==> src/rtl/tmr_pkg.sv <==
package tmr_pkg;
  localparam int BYTE_W  = 8;
  localparam int PRESC_W = 5;

  typedef logic [BYTE_W-1:0] byte_t;

  typedef enum logic [1:0] {
    MD_PRESC  = 2'b00,
    MD_FULL   = 2'b01,
    MD_RELOAD = 2'b10,
    MD_SPLIT  = 2'b11
  } tmode_e;

  typedef struct packed {
    byte_t lo;
    byte_t hi;
    logic  wrap;
  } step_t;

  // One count step of a channel in the given mode. In MD_SPLIT only the
  // low byte is stepped here; the high byte is handled by the caller.
  function automatic step_t step_count(tmode_e m, byte_t lo, byte_t hi);
    step_t r;
    r.lo   = lo;
    r.hi   = hi;
    r.wrap = 1'b0;
    case (m)
      MD_PRESC: begin
        if (&lo[PRESC_W-1:0]) begin
          r.lo   = {lo[BYTE_W-1:PRESC_W], {PRESC_W{1'b0}}};
          r.hi   = hi + byte_t'(1);
          r.wrap = &hi;
        end else begin
          r.lo = lo + byte_t'(1);
        end
      end
      MD_FULL: begin
        {r.hi, r.lo} = {hi, lo} + {{(2*BYTE_W-1){1'b0}}, 1'b1};
        r.wrap       = &{hi, lo};
      end
      MD_RELOAD: begin
        if (&lo) begin
          r.lo   = hi;
          r.wrap = 1'b1;
        end else begin
          r.lo = lo + byte_t'(1);
        end
      end
      default: begin
        r.lo   = lo + byte_t'(1);
        r.wrap = &lo;
      end
    endcase
    return r;
  endfunction
endpackage

==> src/rtl/tmr_edge.sv <==
module tmr_edge (
  input  logic clk,
  input  logic rst_n,
  input  logic pin,
  output logic fall
);
  logic s_now, s_old;

  always_ff @(posedge clk) begin
    if (!rst_n) begin
      s_now <= 1'b0;
      s_old <= 1'b0;
    end else begin
      s_now <= pin;
      s_old <= s_now;
    end
  end

  assign fall = s_old & ~s_now;
endmodule

==> src/rtl/tmr_core.sv <==
module tmr_core
  import tmr_pkg::*;
#(
  parameter bit SPLIT_OK = 1'b0
) (
  input  logic   clk,
  input  logic   rst_n,
  input  tmode_e mode,
  input  logic   ct,
  input  logic   gate,
  input  logic   run,
  input  logic   gpin,
  input  logic   fall,
  input  logic   freeze,
  input  logic   aux_run,
  input  logic   wr_lo,
  input  logic   wr_hi,
  input  byte_t  wdata,
  output byte_t  lo,
  output byte_t  hi,
  output logic   wrap,
  output logic   aux_wrap
);
  byte_t lo_q, hi_q, lo_d, hi_d;
  logic  en, tick, split_now, halted, main_go, aux_go;
  step_t nxt;

  assign en   = run & (~gate | gpin);
  assign tick = en & (ct ? fall : 1'b1);

  generate
    if (SPLIT_OK) begin : g_split
      assign split_now = (mode == MD_SPLIT);
      assign halted    = freeze;
    end else begin : g_plain
      assign split_now = 1'b0;
      assign halted    = freeze | (mode == MD_SPLIT);
    end
  endgenerate

  assign nxt     = step_count(mode, lo_q, hi_q);
  assign main_go = tick & ~halted & (split_now ? ~wr_lo : ~(wr_lo | wr_hi));
  assign aux_go  = split_now & aux_run & ~wr_hi;

  always_comb begin
    lo_d = lo_q;
    hi_d = hi_q;
    if (wr_lo)        lo_d = wdata;
    else if (main_go) lo_d = nxt.lo;
    if (wr_hi)          hi_d = wdata;
    else if (split_now) hi_d = aux_go ? hi_q + byte_t'(1) : hi_q;
    else if (main_go)   hi_d = nxt.hi;
  end

  always_ff @(posedge clk) begin
    if (!rst_n) begin
      lo_q <= '0;
      hi_q <= '0;
    end else begin
      lo_q <= lo_d;
      hi_q <= hi_d;
    end
  end

  assign lo       = lo_q;
  assign hi       = hi_q;
  assign wrap     = main_go & nxt.wrap;
  assign aux_wrap = aux_go & (&hi_q);


  wr_lo_chk: assert property (@(posedge clk) disable iff (!rst_n)
    wr_lo |=> lo_q == $past(wdata));


  reload_chk: assert property (@(posedge clk) disable iff (!rst_n)
    (mode == MD_RELOAD && wrap) |=> lo_q == $past(hi_q));


  wrap16_chk: assert property (@(posedge clk) disable iff (!rst_n)
    (mode == MD_FULL && wrap) |=> {hi_q, lo_q} == '0);


  gate_hold_chk: assert property (@(posedge clk) disable iff (!rst_n)
    (gate && !gpin && !split_now && !wr_lo && !wr_hi)
      |=> {hi_q, lo_q} == $past({hi_q, lo_q}));


  halt_chk: assert property (@(posedge clk) disable iff (!rst_n)
    (halted && !wr_lo && !wr_hi) |=> ({hi_q, lo_q} == $past({hi_q, lo_q}) && !$past(wrap)));
endmodule

==> src/rtl/dual_tmr.sv <==
module dual_tmr
  import tmr_pkg::*;
#(
  parameter int ADDR_W = 3
) (
  input  logic              clk,
  input  logic              rst_n,
  input  logic              bus_wr,
  input  logic [ADDR_W-1:0] bus_addr,
  input  logic [7:0]        bus_wdata,
  output logic [7:0]        bus_rdata,
  input  logic              run0,
  input  logic              run1,
  input  logic              gate_in0,
  input  logic              gate_in1,
  input  logic              evt_in0,
  input  logic              evt_in1,
  input  logic              ack0,
  input  logic              ack1,
  output logic              flag0,
  output logic              flag1
);
  localparam int NCH     = 2;
  localparam int FIELD_W = BYTE_W / NCH;

  byte_t            ctrl_q;
  logic [NCH-1:0]   run_v, gpin_v, evt_v, ack_v, fall_v;
  logic [NCH-1:0]   wr_lo_v, wr_hi_v, wrap_v, aux_v, set_v, flag_q;
  byte_t            lo_v [NCH];
  byte_t            hi_v [NCH];
  logic             split0;

  assign run_v  = {run1, run0};
  assign gpin_v = {gate_in1, gate_in0};
  assign evt_v  = {evt_in1, evt_in0};
  assign ack_v  = {ack1, ack0};
  assign split0 = (tmode_e'(ctrl_q[1:0]) == MD_SPLIT);

  always_ff @(posedge clk) begin
    if (!rst_n)                               ctrl_q <= '0;
    else if (bus_wr && bus_addr == '0)        ctrl_q <= bus_wdata;
  end

  generate
    for (genvar i = 0; i < NCH; i++) begin : g_ch
      assign wr_lo_v[i] = bus_wr && (bus_addr == ADDR_W'(2*i+1));
      assign wr_hi_v[i] = bus_wr && (bus_addr == ADDR_W'(2*i+2));

      tmr_edge u_edge (
        .clk  (clk),
        .rst_n(rst_n),
        .pin  (evt_v[i]),
        .fall (fall_v[i])
      );

      tmr_core #(.SPLIT_OK(i == 0)) u_core (
        .clk     (clk),
        .rst_n   (rst_n),
        .mode    (tmode_e'(ctrl_q[FIELD_W*i +: 2])),
        .ct      (ctrl_q[FIELD_W*i + 2]),
        .gate    (ctrl_q[FIELD_W*i + 3]),
        .run     (run_v[i]),
        .gpin    (gpin_v[i]),
        .fall    (fall_v[i]),
        .freeze  ((i != 0) && split0),
        .aux_run (run_v[(i+1) % NCH]),
        .wr_lo   (wr_lo_v[i]),
        .wr_hi   (wr_hi_v[i]),
        .wdata   (bus_wdata),
        .lo      (lo_v[i]),
        .hi      (hi_v[i]),
        .wrap    (wrap_v[i]),
        .aux_wrap(aux_v[i])
      );

      // the split high byte of one channel reports on the next channel's flag
      assign set_v[i] = wrap_v[i] | aux_v[(i+NCH-1) % NCH];

      always_ff @(posedge clk) begin
        if (!rst_n)         flag_q[i] <= 1'b0;
        else if (set_v[i])  flag_q[i] <= 1'b1;
        else if (ack_v[i])  flag_q[i] <= 1'b0;
      end
    end
  endgenerate

  always_comb begin
    bus_rdata = '0;
    if (bus_addr == '0) bus_rdata = ctrl_q;
    for (int i = 0; i < NCH; i++) begin
      if (bus_addr == ADDR_W'(2*i+1)) bus_rdata = lo_v[i];
      if (bus_addr == ADDR_W'(2*i+2)) bus_rdata = hi_v[i];
    end
  end

  assign flag0 = flag_q[0];
  assign flag1 = flag_q[1];


  flag_set_chk: assert property (@(posedge clk) disable iff (!rst_n)
    (wrap_v[0] || aux_v[1]) |=> flag0);


  flag_clr_chk: assert property (@(posedge clk) disable iff (!rst_n)
    (ack0 && !wrap_v[0] && !aux_v[1]) |=> !flag0);


  split_flag_chk: assert property (@(posedge clk) disable iff (!rst_n)
    aux_v[0] |=> flag1);


  mode_wr_chk: assert property (@(posedge clk) disable iff (!rst_n)
    (bus_wr && bus_addr == '0) |=> ctrl_q == $past(bus_wdata));
endmodule

==> config.mk <==
export PLATFORM = sky130hd
export DESIGN_NAME = dual_tmr
export DESIGN_NICKNAME = d
export VERILOG_FILES = /design/src/rtl/tmr_pkg.sv /design/src/rtl/tmr_edge.sv /design/src/rtl/tmr_core.sv /design/src/rtl/dual_tmr.sv
export SDC_FILE = /design/constraint.sdc
export NUM_CORES = 1
export LEC_CHECK = 0
export CAP_MARGIN = 20
export CORE_ASPECT_RATIO = 0.8
export CORE_UTILIZATION = 60
export CTS_BUF_LIST = sky130_fd_sc_hd__clkbuf_4 sky130_fd_sc_hd__clkbuf_8
export CTS_CLUSTER_DIAMETER = 50
export DETAILED_ROUTE_END_ITERATION = 8
export GPL_ROUTABILITY_DRIVEN = 0
export HOLD_SLACK_MARGIN = 0.05
export PLACE_DENSITY = 0.91
export SLEW_MARGIN = 15
export SYNTH_ARGS = -nofsm -noshare
export SYNTH_HDL_FRONTEND = slang
export SYNTH_SLANG_ARGS = --single-unit
==> constraint.sdc <==
create_clock -name clk -period 2.88 [get_ports clk]
set_input_delay 0.288 -clock clk [delete_from_list [all_inputs] [get_ports clk]]
set_output_delay 0.288 -clock clk [all_outputs]
set_load 0.05 [all_outputs]
# Word-level counts from Yosys, hierarchy flattened

Index checks and enable logic that the tools add are counted.

Bits in registers: 46
Logic and storage cells: 127
Output and inout bits: 10

Add/sub/neg operators: 6
Equality and inequality tests: 15
Reduce and logical (&&, ||, !) cells: 28
Bitwise gates (word level): 29
Multiplexer cells: 36

Operators with widths:

| kind                  | number |
|---|---|
| $mux 8                | 19 |
| $pmux 8 s3            | 2 |
| $add 16x1->16 const B | 2 |
| $add 8x1->8 const B   | 4 |
| $pmux 8 s2            | 2 |
| $reduce_and 16->1     | 2 |
| $reduce_and 8->1      | 4 |
| $mux 9                | 2 |
| $and 1x1->1           | 14 |
| $reduce_and 5->1      | 2 |
| $reduce_bool 2->1     | 5 |
| $mux 1                | 9 |
| $ne 3x2->1 const B    | 3 |
| $not 1->1             | 9 |
| $eq 2x2->1 const B    | 4 |
| $eq 3x2->1 const B    | 2 |
| $or 1x1->1            | 6 |
| $pmux 1 s3            | 2 |
| $reduce_bool 3->1     | 2 |
| $logic_and 1x1->1     | 5 |
| $eq 2x1->1 const B    | 2 |
| $logic_not 2->1       | 2 |
| $ne 4x1->1 const B    | 1 |
| $reduce_and 2->1      | 2 |
| other kinds (7)       | 7 |

# Depth between registers and ports, before layout

Word-level depth: 9
Depth in mapped cells: 9

# Cells and area by module

A second synthesis with hierarchy kept.

Cell total of the unflattened synthesis: 468
Area total of the unflattened synthesis: 3676.0 um^2

By module, submodules not included:

| module                     | area an instance (um^2) | sequential area each (um^2) | cells an instance | instances |
|---|---|---|---|---|
| tmr_core at g_ch[0].u_core | 1411.4                  | 320.3                       | 182               | 1 |
| tmr_core at g_ch[1].u_core | 1327.5                  | 320.3                       | 178               | 1 |
| dual_tmr                   | 812.0                   | 200.2                       | 98                | 1 |
| tmr_edge                   | 62.6                    | 40.0                        | 5                 | 2 |

# Worst setup path after synthesis

OpenSTA, ideal clock, no wires.

Path type: reg2reg
From: reg g_ch[0].u_core.lo_q[0]
To: reg g_ch[0].u_core.hi_q[2]
Arrival: 2.187 ns
Library setup time: 0.074 ns
Period minus slack after synthesis: 2.261 ns
Buffers on the path: 1
Stages on the path, launching flop included: 10
Setup slack: 0.619 ns
Path through: dfxtp_1 ha_1 and3_1 ha_1 nor2b_1 o221a_4 o21ai_2 buf_6 or4_1 a31oi_1

Longest elaborated chain between the ends: 5
Elaborated cells between the ends (all ways): 8
Classes of those cells: add/sub (1); eq/ne (1); mux (4); reduce/logical (2)

RTL lines:

| what                     | RTL line       | text |
|---|---|---|
| start: declaration       | tmr_core.sv:24 | `byte_t lo_q, hi_q, lo_d, hi_d;` |
| start signal: assignment | tmr_core.sv:60 | `lo_q <= lo_d;` |
| $add 16x1->16            | tmr_pkg.sv:38  | `{r.hi, r.lo} = {hi, lo} + {{(2*BYTE_W-1){1'b0}}, 1'b1};` |
| $pmux 8 s2               | tmr_pkg.sv:27  | `case (m)` |
| $mux 8                   | tmr_core.sv:52 | `else if (main_go) hi_d = nxt.hi;` |
| $mux 8                   | tmr_core.sv:51 | `else if (split_now) hi_d = aux_go ? hi_q + byte_t'(1) : hi_q;` |
| $mux 8                   | tmr_core.sv:50 | `if (wr_hi) hi_d = wdata;` |
| end signal: assignment   | tmr_core.sv:61 | `hi_q <= hi_d;` |
| end: declaration         | tmr_core.sv:24 |  |

Several ways; a longest one is shown, not always the timed one. The select of a mux whose other input is x is not followed.
A chain may end at the register's enable or synchronous reset.

# Worst setup path after layout

From: reg g_ch[0].u_core.lo_q[0]
To: reg g_ch[0].u_core.hi_q[4]

The elaborated chain is that of the path after synthesis.

==> tab_implementation.tex <==
\begin{tabular}{lr}
\hline
Metric & Value \\
\hline
\multicolumn{2}{l}{\textbf{Place}} \\
\quad Count of input and output buffers & 31 \\
\quad Pre-CTS setup slack & roughly 0.38 ns \\
\quad HPWL after detailed placement & 8200 µm \\
\quad Placed cell count & roughly 500 \\
\multicolumn{2}{l}{\textbf{STA}} \\
\quad Post-route clock period utilization & around nine tenths \\
\quad Number of hold violations in the final report & 0 \\
\quad Final-layout worst hold slack & between 0.4 and 0.5 ns \\
\quad Total count of max-transition violations in the final report & 0 \\
\quad Setup repair after global routing missed its margin & false \\
\quad Final critical-path setup slack & $\sim$0.28 ns \\
\quad Setup violations, final & 0 \\
\quad Highest attainable clock frequency & slightly below 400 MHz \\
\quad Max-slew headroom at the worst pin & $\sim$56\% \\
\quad Setup clock skew after layout & between 0.007 and 0.008 ns \\
\quad Slew at the pin with the worst max-slew slack & 0.661 ns \\
\quad Min Clock Period, post-route & about 2.6 ns \\
\quad Accumulated negative setup slack & 0 ns \\
\multicolumn{2}{l}{\textbf{Setup path}} \\
\quad Max stage delay on crit path & around 0.53 ns \\
\quad Most frequent cell on the critical path & sky130\_fd\_sc\_hd\_\_ha\_1 \\
\quad Data arrival at the endpoint of the critical path & approximately 2.8 ns \\
\quad CP Capture Type & flop \\
\quad Highest fanout seen on the critical path & 11 \\
\quad Worst flop-to-flop path startpoint & g\_ch[0].u\_core.lo[0] \\
\quad Required time of the worst setup path & approximately 3.1 ns \\
\quad Slowest stage cell, crit path & sky130\_fd\_sc\_hd\_\_or4b\_1 \\
\quad Worst Setup Start Kind & flop \\
\quad Category of the most critical setup path & reg -> reg \\
\quad Worst setup startpoint & g\_ch[0].u\_core.lo[0] \\
\quad Crit path cell chain & ha\_1 > and3\_1 > ha\_1 > nor2b\_1 > o221a\_4 > o21ai\_2 > or4b\_1 > a31oi\_1 \\
\multicolumn{2}{l}{\textbf{Finish}} \\
\quad Net count, final & 471 \\
\quad Proportion of layout cells with a drive suffix above 1 & 13.1\% \\
\quad Synth-to-Final Area Change & 15.9\% \\
\quad Non-filler cells, final & 522 \\
\quad Number of antenna cells inserted & 0 \\
\multicolumn{2}{l}{\textbf{Routing}} \\
\quad Routed wire per std cell & $\sim$22 µm \\
\quad Average via count per standard cell & $\sim$7.4 \\
\quad Post-detailed-route DRC marker count & 0 \\
\quad Via Count & 3,853 \\
\quad Pre-antenna DRT Iters & 6 \\
\quad Wire length after detailed routing & between 10,000 and 15,000 µm \\
\quad Remaining number of nets flagged by the antenna check after routing & 0 \\
\quad Detailed Route Iter0 Violations & 754 \\
\multicolumn{2}{l}{\textbf{Min path}} \\
\quad Min-delay src & g\_ch[0].u\_edge.s\_now \\
\quad Hold WC Path Type & reg -> reg \\
\multicolumn{2}{l}{\textbf{Clock network}} \\
\quad Count of instances resized after the clock tree is built & 0 \\
\quad Clock insertion delay at the later pin of the skew report & between 0.3 and 0.4 ns \\
\quad Maximum clock path buffer count & 2 \\
\quad Clock transition at the register clock pins on the worst setup and hold paths after CTS & about 0.090 ns \\
\quad CTS Sinks & 46 \\
\quad H-tree depth & 2 \\
\quad Setup repair bufs after CTS & 0 \\
\quad Clock buffers created by TritonCTS & 5 \\
\quad Hold Buf Count CTS & 0 \\
\quad TritonCTS clock tree & yes \\
\quad Cell chosen for the clock root & sky130\_fd\_sc\_hd\_\_clkbuf\_8 \\
\multicolumn{2}{l}{\textbf{Logic synthesis}} \\
\quad Commonest cells post-synth & sky130\_fd\_sc\_hd\_\_dfxtp\_1, sky130\_fd\_sc\_hd\_\_nand2\_1, sky130\_fd\_sc\_hd\_\_nor2\_1, sky130\_fd\_sc\_hd\_\_o21ai\_0, sky130\_fd\_sc\_hd\_\_nand3\_1 \\
\quad Cell types occupying the most area after synthesis & sky130\_fd\_sc\_hd\_\_dfxtp\_1, sky130\_fd\_sc\_hd\_\_mux4\_2, sky130\_fd\_sc\_hd\_\_nand2\_1, sky130\_fd\_sc\_hd\_\_nor2\_1, sky130\_fd\_sc\_hd\_\_o21ai\_0 \\
\quad Leading cell type by number of instances after synthesis & sky130\_fd\_sc\_hd\_\_dfxtp\_1 \\
\quad Proportion of register bits with asynchronous set or reset after synthesis & 0\% \\
\quad Post-synthesis instance area & approximately 3400 µm² \\
\quad Number of distinct library cell variants in the gate-level netlist after synthesis & a little over 70 \\
\quad Synthesized area divided by synthesized cell count & approximately 8.1 µm² \\
\quad Gate count after technology mapping & 418 \\
\quad Library cell occupying the most area in the post-synthesis netlist & sky130\_fd\_sc\_hd\_\_dfxtp\_1 \\
\quad Sequential area share after synthesis & a little over a quarter \\
\quad Post-synth EDFFs & 0 \\
\quad Share of the synthesized area in the top cell type & a little over a quarter \\
\quad Warnings, synthesis & 0 \\
\quad Net count after synthesis & around 450 \\
\quad Primary FF master, synth & sky130\_fd\_sc\_hd\_\_dfxtp\_1 \\
\quad Register bit count reported by yosys & 46 \\
\multicolumn{2}{l}{\textbf{Floorplan}} \\
\quad Number of ports placed on the die boundary & 32 \\
\quad Initial core utilization & approximately 62\% \\
\quad Placement Rows & 24 \\
\quad Die span in x & between 80 and 90 µm \\
\quad Core area & 5440 µm² \\
\quad Vertical die dimension & $\sim$70 µm \\
\quad Die outline area & $\sim$6000 µm² \\
\multicolumn{2}{l}{\textbf{Run}} \\
\quad Number of violations of the max-capacitance limit & 0 \\
\multicolumn{2}{l}{\textbf{Pwr}} \\
\quad Power per cell area & approximately 360 nW/µm² \\
\quad Static leakage & about 1.3 nW \\
\quad Maximum vdd ir drop & $\sim$0.00026 V \\
\multicolumn{2}{l}{\textbf{Global route}} \\
\quad Antenna violations before repair & 0 \\
\quad Total gr overflow & 0 \\
\quad Global-route wire length before repair & $\sim$18,000 µm \\
\quad Gr usage total & between 30\% and 40\% \\
\quad Vias in the first global route & about 3,400 \\
\quad Largest net degree at the start of global routing & 22 \\
\multicolumn{2}{l}{\textbf{Status}} \\
\quad Status & completed \\
\hline
\end{tabular}
[worst max-delay path, delay by kind of cell (launching register included)]
| kind | cells | cell delay, ns |
|---|---|---|
| compound gates | 3 | 0.50 |
| fa+ha+maj | 2 | 0.57 |
| flops | 1 | 0.48 |
| simple gates | 3 | 0.95 |
[cells by family (layout without fill, tap and decap cells)]
family,Yosys count,in the layout,share of synthesized area [%]
fa+ha+maj,6,6,2.21
simple gates,186,186,29.9
compound gates,124,124,26.6
mux,11,11,6.31
buf+inv,31,57,4.24
flops,46,46,27.2
xor+xnor,14,14,3.62
[area by class of cell]
cell class | count | area (µm²)
inverters | 6 | 22.5
repair buffers | 43 | 468
multi-input cells | 341 | 2330
clock buffers | 5 | 68.8
flip-flops and latches | 46 | 921
clock inverters | 3 | 25.0
well taps | 78 | 97.6
fillers | 403 | 1510
[where the power goes]
group | leakage (nW) | internal, mW | switching [mW]
Sequential | 0.375 | 0.662 | 0.0511
Combinational | 0.892 | 0.122 | 0.154
Clock | 0.0447 | 0.176 | 0.253
[through the flow]
| step | util [%] | power, mW | cell area, µm² |
|---|---|---|---|
| detailed placement | 70.6 | 0.984 | 3830 |
| global route | 72.3 | 1.46 | 3930 |
| finish | 72.3 | 1.42 | 3930 |
| global placement | 70.6 | 0.975 | 3830 |
| CTS | 72.3 | 1.40 | 3930 |
| floorplan | - | 0.872 | 3390 |
[path summary, 6_finish.rpt]
path | depth (start not counted) | slack [ns] | end
hold / removal | 1 | 0.46 | g_ch[0].u_edge.s_old
setup / recovery | 8 | 0.28 | g_ch[0].u_core.hi[4]
setup reg to reg | 8 | 0.28 | g_ch[0].u_core.hi[4]
hold reg to reg | 1 | 0.46 | g_ch[0].u_edge.s_old
[state kept, by name, summed over array words and instances (netlist names)]
name               count
g_ch.u_core.hi        16
g_ch.u_core.lo        16
ctrl_q                 8
g_ch.u_edge.s_now      2
g_ch.u_edge.s_old      2
flag0                  1
flag1                  1
[per-layer routing]
layer  vias to the layer above  wire (µm)  track usage (%)
met4                         0        614             17.0
li1                       1658          -                -
met1                      1720       4290             53.5
met2                       380       4680             54.8
met5                         -          0             5.45
met3                        95       1930             13.0
[placed cells by master (no fill, tap or decap), types with 11 or more instances in the layout]
master,instances
sky130_fd_sc_hd__clkdlybuf4s50_1,23
sky130_fd_sc_hd__dfxtp_1,46
sky130_fd_sc_hd__o21ai_0,23
sky130_fd_sc_hd__a21oi_1,20
sky130_fd_sc_hd__a31oi_1,13
sky130_fd_sc_hd__buf_4,13
sky130_fd_sc_hd__nand3_1,22
sky130_fd_sc_hd__nand2b_1,11
sky130_fd_sc_hd__nand2_1,43
sky130_fd_sc_hd__nor2_1,36
Power figures use the tool's default switching activity.
